[config.mk]
export PLATFORM = sky130hd
export DESIGN_NAME = dac_guard_seq
export DESIGN_NICKNAME = d
export VERILOG_FILES = /design/src/rtl/dac_guard_seq.sv
export SDC_FILE = /design/constraint.sdc
export NUM_CORES = 1
export LEC_CHECK = 0
export BUFFER_PORTS_ARGS = -buffer_cell sky130_fd_sc_hd__buf_2
export CORE_UTILIZATION = 35
export DETAILED_ROUTE_END_ITERATION = 8
export GPL_ROUTABILITY_DRIVEN = 0
export HOLD_SLACK_MARGIN = 0.05
export REMOVE_ABC_BUFFERS = 1
export SLEW_MARGIN = 20
export SYNTH_ARGS = -nofsm -noshare
export SYNTH_HDL_FRONTEND = slang
export SYNTH_SLANG_ARGS = --single-unit
[constraint.sdc]
create_clock -name clk -period 1.73 [get_ports clk]
set_input_delay 0 -clock clk [delete_from_list [all_inputs] [get_ports clk]]
set_output_delay 0 -clock clk [all_outputs]
set_load 0.01 [all_outputs]
[src/rtl/dac_guard_seq.sv]
module dac_guard_seq #(
  parameter int CLK_HZ      = 50_000_000,
  parameter int HOLD_NS     = 5000,
  parameter int SYNC_STAGES = 2
) (
  input  logic clk,
  input  logic rst_n,
  input  logic supply_ok_i,
  input  logic ext_rst_n_i,
  input  logic word_loaded_i,
  input  logic ldac_n_i,
  output logic series_en_o,
  output logic clamp_en_o,
  output logic hold_o,
  output logic sup_rst_o
);

  localparam int HOLD_RAW = (CLK_HZ / 1000) * HOLD_NS / 1_000_000;
  localparam int HOLD_CYC = (HOLD_RAW < 1) ? 1 : HOLD_RAW;
  localparam int CNT_W    = $clog2(HOLD_CYC + 1);

  logic [SYNC_STAGES-1:0] ext_sync;
  logic [SYNC_STAGES-1:0] ldac_sync;
  logic                   ldac_prev;
  logic [CNT_W-1:0]       hold_cnt;

  wire ext_ok    = ext_sync[SYNC_STAGES-1];
  wire ldac_s    = ldac_sync[SYNC_STAGES-1];
  wire ldac_fall = ldac_prev & ~ldac_s;
  wire force_clamp = ~supply_ok_i | ~ext_ok;

  always_ff @(posedge clk or negedge rst_n) begin
    if (!rst_n) begin
      ext_sync  <= '0;
      ldac_sync <= '0;
      ldac_prev <= 1'b0;
    end else begin
      ext_sync  <= {ext_sync[SYNC_STAGES-2:0], ext_rst_n_i};
      ldac_sync <= {ldac_sync[SYNC_STAGES-2:0], ldac_n_i};
      ldac_prev <= ldac_s;
    end
  end

  always_ff @(posedge clk or negedge rst_n) begin
    if (!rst_n) begin
      series_en_o <= 1'b0;
      clamp_en_o  <= 1'b1;
    end else if (force_clamp) begin
      series_en_o <= 1'b0;
      clamp_en_o  <= 1'b1;
    end else if (word_loaded_i) begin
      series_en_o <= 1'b1;
      clamp_en_o  <= 1'b0;
    end
  end

  always_ff @(posedge clk or negedge rst_n) begin
    if (!rst_n)
      hold_cnt <= '0;
    else if (ldac_fall)
      hold_cnt <= CNT_W'(HOLD_CYC);
    else if (hold_cnt != '0)
      hold_cnt <= hold_cnt - 1'b1;
  end

  assign hold_o    = (hold_cnt != '0);
  assign sup_rst_o = supply_ok_i;

  assert_exclusive_R2: assert property (@(posedge clk) disable iff (!rst_n)
    series_en_o != clamp_en_o);

  assert_supply_clamp_R3: assert property (@(posedge clk) disable iff (!rst_n)
    !supply_ok_i |=> (clamp_en_o && !series_en_o));

  assert_release_cause_R4: assert property (@(posedge clk) disable iff (!rst_n)
    $rose(series_en_o) |-> $past(word_loaded_i && supply_ok_i && ext_ok));

  assert_ext_clamp_R5: assert property (@(posedge clk) disable iff (!rst_n)
    !ext_ok |=> clamp_en_o);

  assert_reset_wins_R6: assert property (@(posedge clk) disable iff (!rst_n)
    (word_loaded_i && !ext_ok) |=> !series_en_o);

  assert_hold_start_R7: assert property (@(posedge clk) disable iff (!rst_n)
    ldac_fall |=> hold_o);

  assert_hold_cause_R9: assert property (@(posedge clk) disable iff (!rst_n)
    $rose(hold_o) |-> $past(ldac_fall));

  always_comb assert_passthru_R10: assert (sup_rst_o == supply_ok_i);

endmodule

==> results.sh, run 1 <==
export IMPL_min_path_type="in -> async"
export IMPL_hold_slack_ps=137
export IMPL_setup_viol=0
export IMPL_grt_use_total_pct=15.2
export IMPL_grt_max_degree=16
export IMPL_row_count=15
export IMPL_p_leak_uw=0.000359
export IMPL_synth_cells=61
export IMPL_cts_tree="done"
export IMPL_grt_first_pass_wirelength_um=2130
export IMPL_wl_per_cell_um=11.7
export IMPL_io_pins=10
export IMPL_hold_viol=0
export IMPL_place_inst=95
export IMPL_die_w_um=46.2
export IMPL_min_period_ps=1590
export IMPL_die_y_um=46.2
export IMPL_overflow=0
export IMPL_grt_pass1_vias=508
export IMPL_clockBufferDepth=2
export IMPL_status="completed"
export IMPL_drc_errors=0
export IMPL_die_area_um2=2140
export IMPL_drive_gt1_share_pct=22.5
export IMPL_insertion_delay_ps=280
export IMPL_final_net_count=89
export IMPL_timing_final_crit_share_pct=91.6
export IMPL_drv_slew=0
export IMPL_io_buffer_count=9
export IMPL_synth_seq_area_share_pct=55.0
export IMPL_final_area_um2=850
export IMPL_cp_arrival_ps=1810
export IMPL_finClkSkew_ps=4.89
export IMPL_ys_ff_latch=15
export IMPL_root_buffer="clkbuf_4"
export IMPL_cp_max_fo=4
export IMPL_power_density_nw_per_um2=1040
export IMPL_vias=525
export IMPL_max_freq_ghz=0.631
export IMPL_critPathCaptureType="register"
export IMPL_avgSynthCellArea_um2=11.2
export IMPL_post_cts_setup_buffer_count=0
export IMPL_n_antenna_cell=0
export IMPL_h_tree_depth=1
export IMPL_totalWireLength_um=1230
export IMPL_synth_warnings=0
export IMPL_start_util_pct=38.4
export IMPL_synth_area_um2=684
export IMPL_antenna_found_initial=0
export IMPL_synthDistinctLibCells=30
export IMPL_tightest_slew_ps=400
export IMPL_place_area_um2=761
export IMPL_dr_pass1_iters=4
export IMPL_max_slew_margin_pct=73.2
export IMPL_area_growth_pct=24.1
export IMPL_fin_cells=105
export IMPL_clock_sinks=15
export IMPL_drtIter0Drc=14
export IMPL_max_cap_violations=0
export IMPL_peakVddDrop_v=0.000622
export IMPL_rsz0062_at_grt="false"
export IMPL_tns_ps=0
export IMPL_clkSlewWorstSetupHoldPaths_ps=90
export IMPL_start_kind="register"
export IMPL_critPathRequiredTime_ps=1950
export IMPL_via_per_inst=5.00
export IMPL_cts_made_buffers=3
export IMPL_core_area_um2=1780
export IMPL_critPathKind="reg -> reg"
export IMPL_ant_nets=0
layout make-up:
cell class	instances	area, um^2
Clock buffer	3	22.5
Clock inverter	1	5.00
Fill cell	175	933
Inverter	3	11.3
Multi-Input combinational cell	40	275
Sequential cell	15	377
Tap cell	25	31.3
Timing Repair Buffer	18	128
what timing repair did:
item,in CTS,in global routing
endpoints found under the hold margin,19,0
hold buffers,6,0
resized for setup,0,1
endpoints found under the setup margin,0,1
power by group:
group	internal [uW]	leakage, uW	switching (uW)
logic	110	0.000177	131
clock network	85.9	0.0000177	109
registers	409	0.000165	39.4
cell families after synthesis:
| logic type | after synthesis | synth area share, % |
|---|---|---|
| DFF | 15 | 55.0 |
| muxes | 2 | 2.93 |
| adders and majority gates | 2 | 3.66 |
| AOI/OAI and AO/OA | 13 | 13.5 |
| buffers and inverters | 6 | 4.94 |
| and+or+nand+nor | 23 | 19.9 |
synth_stat cells:
cell type  instances  share of area, %
o211ai_1           2               2.2
and4_1             1               1.3
nor3_1             1              0.73
a2111o_1           1               1.6
or4_4              1               1.6
nand2b_1           4               3.7
clkbuf_1           1              0.55
dfrtp_1           14                51
and2_1             1              0.91
buf_4              1               1.1
o31ai_1            1               1.1
o41ai_1            1               1.3
inv_1              3               1.6
nor3b_1            1               1.1
a31oi_1            1              0.91
buf_6              1               1.6
nand2_1            3               1.6
ha_1               2               3.7
or4_1              1               1.1
nand3_1            3               2.2
dfstp_2            1               3.8
mux2i_1            2               2.9
nor4_1             1              0.91
or3_1              1              0.91
a2111oi_0          1               1.3
o21ai_0            3               2.2
nor2b_1            3               2.7
o211a_1            1               1.5
a21oi_1            2               1.5
nor2_1             2               1.1
sequential cells by signal, summed over array words and instances (netlist names):
signal       cells
series_en_o      1
ldac_prev        1
hold_cnt         8
ext_sync         2
clamp_en_o       1
ldac_sync        2
stage by stage:
| step | total power, uW | worst slack, ps | util [%] |
|---|---|---|---|
| finish | 883 | 145 | 47.6 |
| global route | 954 | 9.05 | 47.6 |
| CTS | 892 | 99.8 | 47.6 |
| detailed placement | 682 | 119 | 42.7 |
| global placement | 676 | 118 | 42.7 |
| floorplan | 587 | 139 | - |
layer usage:
| metal | up-vias | routed length [um] | GRT usage, % |
|---|---|---|---|
| met5 | - | 0 | 0 |
| met4 | 0 | 12 | 7.06 |
| met3 | 2 | 64 | 7.06 |
| met2 | 14 | 606 | 24.2 |
| met1 | 249 | 542 | 17.0 |
| li1 | 260 | - | - |
path summary, 6_finish.rpt:
kind / end / slack (ps) / depth (start not counted) / from
max: hold_cnt[7] / 140 / 3 / hold_cnt[6]
min: hold_cnt[6] / 140 / 2 / rst_n
max reg2reg: hold_cnt[7] / 140 / 3 / hold_cnt[6]
min reg2reg: ext_sync[1] / 360 / 0 / ext_sync[0]
max in group asynchronous: clamp_en_o / 1300 / 2 / rst_n
min in group clk: ext_sync[1] / 360 / 0 / ext_sync[0]
worst max-delay path, stage by stage, from the launching register on:
cell and delay (ps):
dfrtp_1 420, or4_4 540, or4_1 480, nand3_1 90
placed cells by master, fill, tap and decap left out:
cell	netlist	routed
a2111o_1	1	1
a2111oi_1	0	1
a21oi_1	2	2
a31oi_1	1	1
and2_1	1	1
and4_1	1	1
buf_2	0	9
buf_4	1	3
clkbuf_4	0	3
clkinv_2	0	1
dfrtp_1	14	14
dfstp_2	1	1
dlygate4sd3_1	0	6
ha_1	2	2
inv_1	3	3
mux2i_1	2	2
nand2_1	3	3
nand2b_1	4	4
nand3_1	3	3
nor2_1	2	2
nor2b_1	3	3
nor3_1	1	1
nor3b_1	1	1
nor4_1	1	1
o211a_1	1	1
o211ai_1	2	2
o21ai_0	3	3
o31ai_1	1	1
o41ai_1	1	1
or3_1	1	1
or4_1	1	1
or4_4	1	1
(Power assumes the default switching activity.)
==> inputs of run 2 (changes only) <==
CTS_BUF_LIST = sky130_fd_sc_hd__clkbuf_8   (was default)
==> run 2 against run 1 <==
Core utilization is 1.1 points higher. Critical endpoint is now hold_cnt[5]. Die area stayed put. First-iteration DRC count fell by 29%. Via count decreased by 0.38%. Combinational power about the same. Power grew 9.4%.
==> results.sh, run 2 (synthesis gave the netlist of run 1 again) <==
export IMPL_drtIter0Drc=10
export IMPL_cts_made_buffers=3
export IMPL_final_net_count=89
export IMPL_p_leak_uw=0.000367
export IMPL_ant_nets=0
export IMPL_grt_first_pass_wirelength_um=2080
export IMPL_tns_ps=0
export IMPL_antenna_found_initial=0
export IMPL_drc_errors=0
export IMPL_wl_per_cell_um=11.5
export IMPL_finClkSkew_ps=0.801
export IMPL_fillers=170
export IMPL_cts_tree="done"
export IMPL_regArea_um2=377
export IMPL_die_area_um2=2140
export IMPL_peakVddDrop_v=0.000640
export IMPL_insertion_delay_ps=250
export IMPL_r2r_start="hold_cnt[0]"
export IMPL_critPathRequiredTime_ps=1900
export IMPL_cp_arrival_ps=1760
export IMPL_status="completed"
export IMPL_io_pins=10
export IMPL_clock_sinks=15
export IMPL_overflow=0
export IMPL_critPathCaptureType="register"
export IMPL_drv_slew=0
export IMPL_pwr_share_comb_pct=24.9
export IMPL_max_slew_margin_pct=73.4
export IMPL_final_common_cell="dfrtp_1"
export IMPL_dr_pass1_iters=4
export IMPL_rsz0062_at_grt="false"
export IMPL_power_frac_seq_pct=46.6
export IMPL_post_cts_setup_buffer_count=0
export IMPL_grt_pass1_vias=497
export IMPL_row_count=15
export IMPL_root_buffer="clkbuf_8"
export IMPL_via_per_inst=4.98
export IMPL_grt_use_total_pct=14.8
export IMPL_crit_start="hold_cnt[0]"
export IMPL_start_util_pct=38.4
export IMPL_area_growth_pct=26.9
export IMPL_mostFrequentLayoutCells="14 x dfrtp_1, 9 x buf_2, 6 x dlygate4sd3_1"
export IMPL_drive_gt1_share_pct=22.5
export IMPL_grt_max_degree=16
export IMPL_crit_end="hold_cnt[5]"
export IMPL_cp_max_fo=5
export IMPL_rr_endpoint="hold_cnt[5]"
export IMPL_reg2reg_slack_ps=150
export IMPL_h_tree_depth=1
export IMPL_multiInputGateArea_um2=275
export IMPL_critPathKind="reg -> reg"
export IMPL_totalWireLength_um=1210
export IMPL_largest_reg_flops=8
export IMPL_max_freq_ghz=0.631
export IMPL_min_path_type="in -> async"
export IMPL_top_regs="hold_cnt x8, ext_sync x2, ldac_sync x2"
export IMPL_clockBufferDepth=2
export IMPL_timing_final_crit_share_pct=91.5
export IMPL_die_y_um=46.2
export IMPL_setup_viol=0
export IMPL_max_cap_violations=0
export IMPL_start_kind="register"
export IMPL_core_area_um2=1780
export IMPL_n_antenna_cell=0
export IMPL_clockPowerShare_pct=28.5
export IMPL_clkSlewWorstSetupHoldPaths_ps=60
export IMPL_vias=523
export IMPL_power_switching_uw=287
export IMPL_min_period_ps=1580
export IMPL_power_density_nw_per_um2=1110
export IMPL_ff2ff_path_depth=3
export IMPL_regMostFlops="hold_cnt"
export IMPL_p_int_uw=679
export IMPL_io_buffer_count=9
export IMPL_die_w_um=46.2
export IMPL_tightest_slew_ps=398
export IMPL_swShare_pct=29.7
export IMPL_p_total_uw=966
export IMPL_hold_viol=0
## run 2: cell count changes in the layout (fill, tap and decap cells not counted)
cell	previous run	this run
clkbuf_8	0	3
clkbuf_4	3	0
## run 2: area by class of cell
cell class / instances / share of cell area (%)
multi-input cells: 40 / 31.7
repair buffers: 18 / 14.7
inverters: 3 / 1.30
well taps: 25 / 3.60
clock buffers: 3 / 4.76
clock inverters: 1 / 0.576
flip-flops and latches: 15 / 43.4
## run 2: worst min path at each step
| stage | slack [ps] | from | cells after the start | end |
|---|---|---|---|---|
| floorplan | -300 | rst_n | 0 | ext_sync[0] |
| global placement | -80 | rst_n | 1 | series_en_o |
| finish | 180 | rst_n | 2 | hold_cnt[6] |
| CTS | 200 | rst_n | 2 | hold_cnt[4] |
| global route | 220 | rst_n | 2 | ext_sync[1] |
| detailed placement | -80 | rst_n | 1 | hold_cnt[4] |
## run 2: critical path, stage by stage (launching register included)
cell	delay, ps
dfrtp_1	380
or3_1	450
a2111oi_1	450
mux2i_1	220
## run 2: per-stage QoR
stage	hold WS, ps	setup slack [ps]	instances	area, um^2	utilization (%)
2_1_floorplan	-296	139	58	662	-
3_3_place_gp	-75.3	118	95	761	42.7
3_5_place_dp	-79.6	119	95	761	42.7
4_1_cts	196	107	105	867	48.6
5_1_grt	221	22.8	105	868	48.7
6_report	182	146	105	868	48.7
## run 2: power groups by stage
stage | Combinational, uW | Clock [uW] | Sequential [uW]
floorplan | 117 | 0 | 471
global placement | 221 | 0 | 455
detailed placement | 226 | 0 | 456
CTS | 237 | 289 | 449
global route | 272 | 306 | 458
finish | 241 | 275 | 450
## run 2: timing repair
action,in CTS,in global routing
gates resized for setup,0,1
hold buffers,6,0
endpoints found under the hold margin,19,0
setup endpoints to repair,0,1
## run 2: layer usage
layer / wire length [um] / track usage, % / share of wire [%]
met5: 0 / 0 / 0
met4: 13 / 5.29 / 1.1
met3: 56 / 7.06 / 4.6
met2: 590 / 23.1 / 49
met1: 549 / 17.5 / 45
==> inputs of run 3 (changes only) <==
BUFFER_PORTS_ARGS = default   (was -buffer_cell sky130_fd_sc_hd__buf_2)
DONT_BUFFER_PORTS = 1   (was default)
==> run 3 against run 2 <==
Die area stayed put. First-iteration DRC count is 90% lower. Clock power is 2% lower.
==> results.sh, run 3 (synthesis gave the netlist of run 1 again) <==
export IMPL_critPathKind="reg -> reg"
export IMPL_critPathRequiredTime_ps=1890
export IMPL_die_area_um2=2140
export IMPL_totalWireLength_um=1180
export IMPL_core_area_um2=1780
export IMPL_status="completed"
export IMPL_swShare_pct=29.3
export IMPL_grt_max_degree=16
export IMPL_clockBufferDepth=2
export IMPL_max_cap_violations=0
export IMPL_tightest_slew_ps=650
export IMPL_power_frac_seq_pct=47.7
export IMPL_io_pins=10
export IMPL_peakVddDrop_v=0.000739
export IMPL_insertion_delay_ps=240
export IMPL_vias=480
export IMPL_grt_use_total_pct=13.4
export IMPL_grt_pass1_vias=484
export IMPL_h_tree_depth=1
export IMPL_top_regs="hold_cnt x8, ext_sync x2, ldac_sync x2"
export IMPL_regMostFlops="hold_cnt"
export IMPL_hpwl_um=809
export IMPL_max_slew_margin_pct=56.5
export IMPL_clkSlewWorstSetupHoldPaths_ps=60
export IMPL_regArea_um2=377
export IMPL_drv_slew=0
export IMPL_wl_per_cell_um=12.2
export IMPL_crit_start="hold_cnt[0]"
export IMPL_via_per_inst=4.95
export IMPL_min_path_type="in -> async"
export IMPL_largest_reg_flops=8
export IMPL_start_kind="register"
export IMPL_overflow=0
export IMPL_mostFrequentLayoutCells="14 x dfrtp_1, 6 x dlygate4sd3_1, 4 x inv_1, 4 x nand2b_1, 4 x buf_4"
export IMPL_drc_errors=0
export IMPL_power_density_nw_per_um2=1140
export IMPL_r2r_start="hold_cnt[0]"
export IMPL_finClkSkew_ps=3.79
export IMPL_setup_viol=0
export IMPL_io_buffer_count=0
export IMPL_tns_ps=0
export IMPL_drive_gt1_share_pct=12.5
export IMPL_max_freq_ghz=0.629
export IMPL_grt_first_pass_wirelength_um=1990
export IMPL_critPathCaptureType="register"
export IMPL_multiInputGateArea_um2=275
export IMPL_fillers=167
export IMPL_rsz0062_at_grt="false"
export IMPL_clockPowerShare_pct=28.6
export IMPL_post_cts_setup_buffer_count=0
export IMPL_final_net_count=81
export IMPL_area_growth_pct=21.2
export IMPL_finalWorstSetupSlack_ps=141
export IMPL_start_util_pct=38.4
export IMPL_hold_slack_ps=226
export IMPL_timing_final_crit_share_pct=91.9
export IMPL_p_int_uw=670
export IMPL_power_switching_uw=277
export IMPL_cts_tree="done"
export IMPL_die_y_um=46.2
export IMPL_final_common_cell="dfrtp_1"
export IMPL_p_leak_uw=0.000339
export IMPL_n_antenna_cell=0
export IMPL_cp_max_fo=5
export IMPL_root_buffer="clkbuf_8"
export IMPL_dr_pass1_iters=4
export IMPL_min_period_ps=1590
export IMPL_pwr_share_comb_pct=23.8
export IMPL_cts_made_buffers=3
export IMPL_dp_slack_ps=102
export IMPL_die_w_um=46.2
export IMPL_drtIter0Drc=1
export IMPL_ant_nets=0
export IMPL_row_count=15
export IMPL_antenna_found_initial=0
export IMPL_clock_sinks=15
export IMPL_hold_viol=0
export IMPL_cp_arrival_ps=1750
==> run 3: cell count changes in the layout (fill, tap and decap cells not counted), sizes merged <==
cell	previous run	this run
inv	3	4
clkinv	1	0
buf	12	4
==> run 3: final cells by class <==
| class | count | share of cell area (%) |
|---|---|---|
| clock inverters | 1 | 0.452 |
| inverters | 3 | 1.36 |
| repair buffers | 10 | 10.9 |
| flip-flops and latches | 15 | 45.4 |
| multi-input cells | 40 | 33.2 |
| clock buffers | 3 | 4.98 |
| well taps | 25 | 3.77 |
==> run 3: power groups by stage <==
stage | registers (uW) | clock network, uW | logic, uW
2_1_floorplan | 471 | 0 | 117
3_3_place_gp | 458 | 0 | 203
3_5_place_dp | 459 | 0 | 204
4_1_cts | 452 | 276 | 223
5_1_grt | 459 | 291 | 250
6_report | 451 | 270 | 225
==> run 3: final timing paths <==
check	to	slack [ps]	cells after the start
max	hold_cnt[5]	140	3
min	hold_cnt[3]	230	1
max reg2reg	hold_cnt[5]	140	3
min reg2reg	ext_sync[1]	350	0
max in group asynchronous	ldac_prev	1090	1
min in group clk	ldac_sync[0]	310	1
==> run 3: metrics by stage <==
step / util (%) / total power (uW) / area (um^2) / std cells
finish: 46.5 / 947 / 830 / 97
global route: 46.5 / 1000 / 830 / 97
CTS: 46.5 / 951 / 828 / 97
detailed placement: 40.6 / 663 / 723 / 87
global placement: 40.6 / 661 / 723 / 87
floorplan: - / 587 / 662 / 58
==> run 3: critical path, stage by stage, from the launching register on <==
cell	delay, ps
dfrtp_1	390
or3_1	440
a2111oi_1	440
mux2i_1	230
==> run 3: metal layers <==
layer  global-route usage (%)  part of all wire [%]  vias to the layer above
met4                     6.47                  0.76                        0
met2                     20.3                    49                        6
li1                         -                     -                      241
met5                        0                     0                        -
met1                     17.6                    48                      231
met3                     3.53                   2.4                        2
==> run 3: repair_timing <==
item,4_1_cts,5_1_grt
hold buffers,6,0
endpoints found under the setup margin,0,1
hold endpoints to repair,20,0
gates resized for setup,0,1
